## src/rtl/rcm_pkg.sv

```systemverilog
package rcm_pkg;
  typedef enum logic [1:0] {
    CM_NONCACHE = 2'd0,
    CM_RSVD     = 2'd1,
    CM_WTHRU    = 2'd2,
    CM_WBACK    = 2'd3
  } cmode_e;

  localparam logic [1:0] CM_TOP = 2'(CM_WBACK);
  localparam logic [1:0] CM_BAD = 2'(CM_RSVD);
endpackage

```

## src/rtl/mode_table.sv

```systemverilog
module mode_table
  import rcm_pkg::*;
#(
  parameter int NREG  = 16,
  parameter int IDX_W = $clog2(NREG)
) (
  input  logic             clk,
  input  logic             rst,
  input  logic             wr_en,
  input  logic [IDX_W-1:0] wr_idx,
  input  logic [1:0]       wr_mode,
  input  logic [IDX_W-1:0] rd_idx_a,
  output logic [1:0]       rd_mode_a,
  input  logic [IDX_W-1:0] rd_idx_b,
  output logic [1:0]       rd_mode_b
);
  logic [1:0] tbl [NREG];

  for (genvar g = 0; g < NREG; g++) begin : g_slot
    always_ff @(posedge clk) begin
      if (rst)
        tbl[g] <= CM_TOP;
      else if (wr_en && (wr_idx == IDX_W'(g)))
        tbl[g] <= wr_mode;
    end

    // reserved code never stored
    p_entry_legal_r6: assert property (@(posedge clk) disable iff (rst)
      tbl[g] != CM_BAD);
    // a slot only moves downward
    p_only_lower_r5: assert property (@(posedge clk) disable iff (rst)
      !$stable(tbl[g]) |-> (tbl[g] < $past(tbl[g])));
    // a slot changes only on a commit strobe
    p_write_on_commit_r8: assert property (@(posedge clk) disable iff (rst)
      !$stable(tbl[g]) |-> $past(wr_en));
  end

  assign rd_mode_a = tbl[rd_idx_a];
  assign rd_mode_b = tbl[rd_idx_b];
endmodule

```

## src/rtl/region_lookup.sv

```systemverilog
module region_lookup
  import rcm_pkg::*;
#(
  parameter int ADDR_W = 32,
  parameter int IDX_W  = 4
) (
  input  logic              clk,
  input  logic              rst,
  input  logic [ADDR_W-1:0] addr,
  output logic [IDX_W-1:0]  slot_idx,
  input  logic [1:0]        slot_mode,
  output logic [1:0]        lk_mode
);
  assign slot_idx = addr[ADDR_W-1 -: IDX_W];

  always_ff @(posedge clk) begin
    if (rst) lk_mode <= CM_TOP;
    else     lk_mode <= slot_mode;
  end

  // registered lookup never shows the reserved code
  p_lookup_legal_r2: assert property (@(posedge clk) disable iff (rst)
    lk_mode != CM_BAD);
endmodule

```

## src/rtl/demote_ctrl.sv

```systemverilog
module demote_ctrl
  import rcm_pkg::*;
#(
  parameter int NREG  = 16,
  parameter int IDX_W = $clog2(NREG)
) (
  input  logic             clk,
  input  logic             rst,
  input  logic             req_valid,
  input  logic [IDX_W-1:0] req_idx,
  input  logic [1:0]       req_mode,
  output logic [IDX_W-1:0] tgt_idx,
  input  logic [1:0]       cur_mode,
  output logic             resp_valid,
  output logic             resp_ok,
  output logic             clr_req,
  input  logic             clr_done,
  output logic             wr_en,
  output logic [IDX_W-1:0] wr_idx,
  output logic [1:0]       wr_mode
);
  localparam logic [IDX_W-1:0] LAST = IDX_W'(NREG - 1);

  logic             pending;
  logic [IDX_W-1:0] pend_idx;
  logic [1:0]       pend_mode;
  logic             code_ok, lowers, accept, commit;

  assign tgt_idx = LAST - req_idx;
  assign code_ok = (req_mode != CM_BAD);
  assign lowers  = (req_mode < cur_mode);
  assign accept  = req_valid && !pending && code_ok && lowers;
  assign commit  = pending && clr_done;

  always_ff @(posedge clk) begin
    if (rst) begin
      pending    <= 1'b0;
      pend_idx   <= '0;
      pend_mode  <= CM_TOP;
      resp_valid <= 1'b0;
      resp_ok    <= 1'b0;
    end else begin
      resp_valid <= req_valid;
      resp_ok    <= accept;
      if (accept) begin
        pending   <= 1'b1;
        pend_idx  <= tgt_idx;
        pend_mode <= req_mode;
      end else if (commit) begin
        pending <= 1'b0;
      end
    end
  end

  assign clr_req = pending;
  assign wr_en   = commit;
  assign wr_idx  = pend_idx;
  assign wr_mode = pend_mode;

  // a response only follows a request
  p_resp_follows_req_r3: assert property (@(posedge clk) disable iff (rst)
    resp_valid |-> $past(req_valid));
  // an accepted response comes with a clear request
  p_accept_starts_clear_r4: assert property (@(posedge clk) disable iff (rst)
    (resp_valid && resp_ok) |-> clr_req);
  // clear request held until completion is seen
  p_clr_hold_r7: assert property (@(posedge clk) disable iff (rst)
    (clr_req && !clr_done) |=> clr_req);
  // requests during a pending clear are refused
  p_busy_reject_r9: assert property (@(posedge clk) disable iff (rst)
    (req_valid && clr_req) |=> (resp_valid && !resp_ok));
endmodule

```

## src/rtl/region_policy_guard.sv

```systemverilog
module region_policy_guard
  import rcm_pkg::*;
#(
  parameter int ADDR_W = 32,
  parameter int NREG   = 16,
  parameter int IDX_W  = $clog2(NREG)
) (
  input  logic              clk,
  input  logic              rst,
  input  logic [ADDR_W-1:0] lk_addr,
  output logic [1:0]        lk_mode,
  input  logic              req_valid,
  input  logic [IDX_W-1:0]  req_idx,
  input  logic [1:0]        req_mode,
  output logic              resp_valid,
  output logic              resp_ok,
  output logic              clr_req,
  input  logic              clr_done
);
  logic [IDX_W-1:0] a_idx, b_idx, w_idx;
  logic [1:0]       a_mode, b_mode, w_mode;
  logic             w_en;

  region_lookup #(.ADDR_W(ADDR_W), .IDX_W(IDX_W)) u_look (
    .clk(clk), .rst(rst), .addr(lk_addr), .slot_idx(a_idx),
    .slot_mode(a_mode), .lk_mode(lk_mode)
  );

  demote_ctrl #(.NREG(NREG), .IDX_W(IDX_W)) u_ctrl (
    .clk(clk), .rst(rst), .req_valid(req_valid), .req_idx(req_idx),
    .req_mode(req_mode), .tgt_idx(b_idx), .cur_mode(b_mode),
    .resp_valid(resp_valid), .resp_ok(resp_ok), .clr_req(clr_req),
    .clr_done(clr_done), .wr_en(w_en), .wr_idx(w_idx), .wr_mode(w_mode)
  );

  mode_table #(.NREG(NREG), .IDX_W(IDX_W)) u_tbl (
    .clk(clk), .rst(rst), .wr_en(w_en), .wr_idx(w_idx), .wr_mode(w_mode),
    .rd_idx_a(a_idx), .rd_mode_a(a_mode), .rd_idx_b(b_idx), .rd_mode_b(b_mode)
  );
endmodule

```

## config.mk

```make
export PLATFORM = sky130hd
export DESIGN_NAME = region_policy_guard
export DESIGN_NICKNAME = d
export VERILOG_FILES = /design/src/rtl/rcm_pkg.sv /design/src/rtl/mode_table.sv /design/src/rtl/region_lookup.sv /design/src/rtl/demote_ctrl.sv /design/src/rtl/region_policy_guard.sv
export SDC_FILE = /design/constraint.sdc
export NUM_CORES = 1
export LEC_CHECK = 0
export BUFFER_PORTS_ARGS = -buffer_cell sky130_fd_sc_hd__buf_2
export CAP_MARGIN = 15
export CELL_PAD_IN_SITES_DETAIL_PLACEMENT = 1
export CELL_PAD_IN_SITES_GLOBAL_PLACEMENT = 2
export CORE_ASPECT_RATIO = 1.2
export CORE_MARGIN = 3
export CORE_UTILIZATION = 36
export DETAILED_ROUTE_END_ITERATION = 12
export GPL_TIMING_DRIVEN = 0
export PLACE_DENSITY = 0.78
export SLEW_MARGIN = 20
export SYNTH_ARGS = -nofsm -noshare
export SYNTH_HDL_FRONTEND = slang
export SYNTH_HIERARCHICAL = 1
export SYNTH_SLANG_ARGS = --single-unit
```

## constraint.sdc

```tcl
create_clock -name clk -period 3.61 [get_ports clk]
set_clock_uncertainty 0.2 [all_clocks]
set_input_delay 0.361 -clock clk [delete_from_list [all_inputs] [get_ports clk]]
set_output_delay 0.361 -clock clk [all_outputs]
set_load 0.01 [all_outputs]
```

# After elaboration in Yosys (flattened, before gate mapping)
# Memory sizes are Yosys's and may differ from the RTL's. A register that Yosys moved wholly into a read port is not among the register bits.
# Cells that the tools add are included.
[word_totals]
register_bits = 9
ram_bits = 32
memories = 1
[classes]
addsub = 1
n_lt_le_gt_ge = 1
eq_ne = 16
n_mux = 68
bitwise = 16
reduce_logical = 23
[memory_table]
columns = ["memory", "depth", "word_bits", "rd", "rd_ports_with_merged_regs", "write_ports", "line", "source"]
rows = [
  ["u_tbl.tbl", 16, 2, 2, 1, 16, "mode_table.sv:17", "logic [1:0] tbl [NREG];"],
]
[ops]
columns = ["operator", "count"]
rows = [
  ["2-to-1 mux 1 bit", 52],
  ["== test 4 bit, second input constant", 8],
  ["2-to-1 mux 2 bit", 16],
  ["logical AND 1 bit", 20],
  ["== test 4 x 3 -> 1 bit, second input constant", 4],
  ["OR 1 bit", 16],
  ["== test 4 x 2 -> 1 bit, second input constant", 2],
  ["== test 4 x 1 -> 1 bit, second input constant", 1],
  ["logical NOT 4 bit", 1],
  ["subtractor 4 bit, first input constant", 1],
  ["< comparator 2 bit", 1],
  ["!= test 2 x 1 -> 1 bit, second input constant", 1],
  ["nonzero test 2 bit", 1],
  ["logical NOT 1 bit", 1],
]

# Longest topological paths before layout
[depth]
word_depth = 6
mapped_depth = 10

# Cells and area by module
# The synthesis kept the hierarchy.
[by_module_without_submodules]
columns = ["mod", "n_inst", "cells_each", "area_each_um2"]
rows = [
  ["mode_table", 1, 154, 1940.6],
  ["demote_ctrl", 1, 44, 409.1],
  ["region_lookup", 1, 8, 82.6],
]

# Worst setup path after synthesis
# No wires, ideal clock.
[synth_timing]
kind = "input port to flip-flop"
startpoint = "in req_idx[0]"
endpoint = "reg u_ctrl.pend_mode[0], in the netlist u_ctrl/wr_mode[0]"
setup_time_ps = 122
arrival_ps = 2513
required_ps = 3288
setup_slack_ps = 775
cell_stages = 10
n_path_buf = 1
path_cell_list = "inv_1 buf_6 mux4_1 a22oi_1 nand3_1 inv_1 ha_1 nand2b_1 a211o_4 a221o_1"
[synth_between]
elab_chain_cells = 4
[synth_lines]
columns = ["item", "line", "source"]
rows = [
  ["start: declaration", "region_policy_guard.sv:13", "input logic [IDX_W-1:0] req_idx,"],
  ["subtractor 4 bit", "demote_ctrl.sv:29", "assign tgt_idx = LAST - req_idx;"],
  ["memory read (16 x 2 bit)", "-", ""],
  ["named net b_mode[1]", "region_policy_guard.sv:21", "logic [1:0] a_mode, b_mode, w_mode;"],
  ["< comparator 2 bit", "demote_ctrl.sv:31", "assign lowers = (req_mode < cur_mode);"],
  ["logical AND 1 bit", "demote_ctrl.sv:32", "assign accept = req_valid && !pending && code_ok && lowers;"],
  ["end signal: assignment", "demote_ctrl.sv:48", "pend_mode <= req_mode;"],
  ["end: declaration", "demote_ctrl.sv:26", "logic [1:0] pend_mode;"],
]
# The timed path passes the listed nets, and every way through them passes these cells.
# A chain may end at the register's enable or synchronous reset.

# Worst setup path in the final report
[layout_timing]
startpoint = "in req_idx[0]"
endpoint = "reg u_ctrl.pend_mode[0], in the netlist u_ctrl/wr_mode[0]"
[layout_between]
elab_chain_cells = 4
[layout_lines]
columns = ["item", "line", "source"]
rows = [
  ["subtractor 4 bit", "demote_ctrl.sv:29", ""],
  ["named net b_idx[0]", "region_policy_guard.sv:20", "logic [IDX_W-1:0] a_idx, b_idx, w_idx;"],
  ["memory read (16 x 2 bit)", "-", ""],
  ["named net b_mode[1]", "region_policy_guard.sv:21", ""],
  ["< comparator 2 bit", "demote_ctrl.sv:31", ""],
  ["logical AND 1 bit", "demote_ctrl.sv:32", ""],
]
# The timed path passes the listed nets, and every way through them passes these cells.

==> flow_summary.toml <==
[status]
outcome = "complete, no violations"

[cts]
cts_setup_buffers = 0
clock-root-buffer = "clkbuf_8"
cts_resized = 0
htreeDepth = 2
clk_pin_slew_ns = 0.09
clockBufferDepth = 2
clock-sinks = 43
cts_inserted_buffers = 5
clock_latency_ns = 0.30
hold_buffers = 0
cts_tree = "built"

[floorplan]
die_height_um = 96.0
ios = 47
row_count = 32
coreArea_um2 = 6490
start_util_pct = 37.5
die_w_um = 81.0
die_area_um2 = 7780

[route]
post_drt_via_cell_ratio = 5.29
wl_met1_mm = 2.38
vias = 1655
routed-wl-met3_um = 163
routed-wl-met2_mm = 2.92
ant_nets = 0
dr.pass1.iters = 4
remaining_drc_errors = 0
routedWlPerCell_um = 17.7
highest_layer = "met4"
drt_iter0_markers = 103
drt-total-wl_mm = 5.54

[critical_path]
arrival_ns = 3.02
end_kind = "register"
critPathKind = "input port to register"
worstPathRequired_ns = 3.61
path_max_fanout = 8
start_kind = "input port"

[timing]
max_slew_margin_pct = 53.9
rsz0062_at_grt = "false"
hold_viol_final = 0
tns_ns = 0
worst_pin_slew_ns = 0.689
finalSetupViolCount = 0
drv_slew = 0
fin_crit_ns = 3.02
period_share_pct = 83.8
timing.fmax_ghz = 0.331

[power]
max-vdd-ir-drop_mv = 0.148
swShare_pct = 25.6
seqPwrFrac_pct = 54.7
p_switching_w = 0.000256
p_int_w = 0.000746
pwr-share-comb_pct = 13.6
power_density_nw_per_um2 = 371
p_clk_share_pct = 31.7
total_leakage_power_nw = 0.800

[synth]
synth_area_um2 = 2430
avgSynthCellArea_um2 = 11.8
syn-num-nets = 249
ys_types = 35
ys_seq_area_share_pct = 48.6
yosys_warnings = 6
synthCells = 206
synth-seq-cells = 43

[grt]
grt_pass1_wl_mm = 8.80
track_usage_pct = 15.7
grt_pass1_vias = 1660
grt.overflow.total = 0
antenna_found_initial = 0
grt_start_max_net_pins = 14

[finish]
final_nets = 270
drive_gt1_share_pct = 17.1
diodes = 0
final_cells = 313
nFillCells = 729
syn_to_final_growth_pct = 11.1

[flow_run]
cap_violations = 0

[placement]
portBuffers = 14
gp_congestion = 0.698
place_inst = 305
dp_hpwl_mm = 4.45

[min_path]
min-delay-path-class = "input port to register"
[cells in the final DEF (no fill, tap or decap), types with 2 or more instances in the layout]
| master | netlist | layout |
|---|---|---|
| or3b_1 | 2 | 2 |
| nor2b_1 | 9 | 9 |
| or2_1 | 2 | 2 |
| nor2_1 | 11 | 11 |
| mux4_1 | 12 | 12 |
| mux4_2 | 4 | 4 |
| buf_4 | 4 | 4 |
| nand2_1 | 38 | 38 |
| clkbuf_8 | 0 | 6 |
| inv_1 | 11 | 11 |
| a22oi_1 | 4 | 4 |
| nand2b_1 | 5 | 5 |
| a21o_1 | 4 | 4 |
| nand3_1 | 8 | 8 |
| edfxtp_1 | 32 | 32 |
| buf_2 | 2 | 16 |
| nand3b_1 | 2 | 2 |
| a211oi_1 | 4 | 4 |
| a41o_1 | 4 | 4 |
| a221o_1 | 2 | 2 |
| buf_6 | 2 | 2 |
| o21bai_1 | 8 | 8 |
| dfxtp_1 | 11 | 11 |
| a2111oi_0 | 4 | 4 |
| clkbuf_1 | 9 | 9 |
| nor3_2 | 2 | 2 |
[synthesized netlist by cell type]
cell / count / area [µm²]
and2_1: 1 / 6.26
a22oi_1: 4 / 30.0
nand3_1: 8 / 40.0
nor3b_1: 1 / 7.51
mux4_2: 4 / 90.1
buf_4: 4 / 30.0
and2_2: 1 / 7.51
or3b_4: 1 / 11.3
or2b_1: 1 / 7.51
a21oi_1: 1 / 5.00
nor2_1: 11 / 41.3
nor2b_1: 9 / 56.3
edfxtp_1: 32 / 961
nor3_2: 2 / 20.0
dfxtp_1: 11 / 220
buf_2: 2 / 10.0
clkbuf_1: 9 / 33.8
o21bai_1: 8 / 60.1
a211o_4: 1 / 17.5
a211oi_1: 4 / 30.0
a2111oi_0: 4 / 35.0
or3b_1: 2 / 17.5
inv_1: 11 / 41.3
or2_1: 2 / 12.5
nand2b_1: 5 / 31.3
ha_1: 1 / 12.5
mux4_1: 12 / 315
a221o_1: 2 / 20.0
a21o_1: 4 / 30.0
nand2_1: 38 / 143
nand3b_1: 2 / 15.0
buf_6: 2 / 22.5
o21ai_0: 1 / 5.00
or2_2: 1 / 6.26
a41o_1: 4 / 40.0
[kinds of logic (layout without fill, tap and decap cells)]
logic type	count (synthesis)	count (layout)	synth area share, %
AOI/OAI and AO/OA	33	33	11.2
adders and majority gates	1	1	0.514
buffers and inverters	28	50	5.66
DFF	43	43	48.6
muxes	16	16	16.7
and+or+nand+nor	85	85	17.4
[cell type report]
cell class	count	area, µm²	area share (%)
Sequential cell	43	1180	43.7
Multi-Input combinational cell	135	1110	41.2
Tap cell	85	106	3.94
Buffer	17	96.3	3.56
Clock buffer	6	82.6	3.06
Timing Repair Buffer	14	70.1	2.59
Inverter	11	41.3	1.53
Clock inverter	2	11.3	0.417
[registers in the layout, summed over array words and instances (netlist names)]
signal	flops
u_tbl/tbl	32
u_ctrl/wr_idx	4
u_ctrl/clr_req	1
u_ctrl/resp_valid	1
u_ctrl/resp_ok	1
u_look/lk_mode	2
u_ctrl/wr_mode	2
[power by group through the flow]
stage | Combinational (W) | Clock, W | Sequential, W
finish | 0.000137 | 0.000317 | 0.000548
detailed placement | 0.000137 | 0 | 0.000560
CTS | 0.000138 | 0.000321 | 0.000549
floorplan | 0.0000960 | 0 | 0.000559
global route | 0.000153 | 0.000343 | 0.000551
global placement | 0.000136 | 0 | 0.000559
[metal layers]
layer	vias up	GRT usage, %
met5	-	0
li1	810	-
met3	7	3.18
met4	0	4.65
met2	27	28.2
met1	811	18.8
[final timing paths]
kind / slack [ns] / cells after the start / end / startpoint
setup / recovery: 0.59 / 11 / u_ctrl/wr_mode[0] / req_idx[0]
hold / removal: 0.09 / 2 / u_ctrl/resp_valid / req_valid
setup reg to reg: 0.67 / 8 / u_ctrl/wr_mode[0] / u_tbl/tbl[5][1]
hold reg to reg: 0.30 / 2 / u_ctrl/wr_idx[2] / u_ctrl/wr_idx[2]
[per-stage QoR]
stage                     worst slack, ns  cell area, µm²  power (W)  hold WS, ns  util (%)
after detailed placement            0.275            2610   0.000697        0.285      40.2
after global routing                0.411            2700    0.00105       0.0921      41.7
final                               0.586            2700    0.00100       0.0916      41.7
after global placement              0.285            2610   0.000695        0.269      40.2
after CTS                           0.599            2700    0.00101       0.0950      41.7
after floorplan                     0.775            2430   0.000655        0.251         -
[worst max-delay path: stages]
cell and delay (ns):
buf_2 0.10, inv_1 0.11, buf_6 0.17, mux4_1 0.61, a22oi_1 0.20, nand3_1 0.10
inv_1 0.09, ha_1 0.26, nand2b_1 0.24, a211o_4 0.42, a221o_1 0.36
Power figures use the tool's default switching activity.
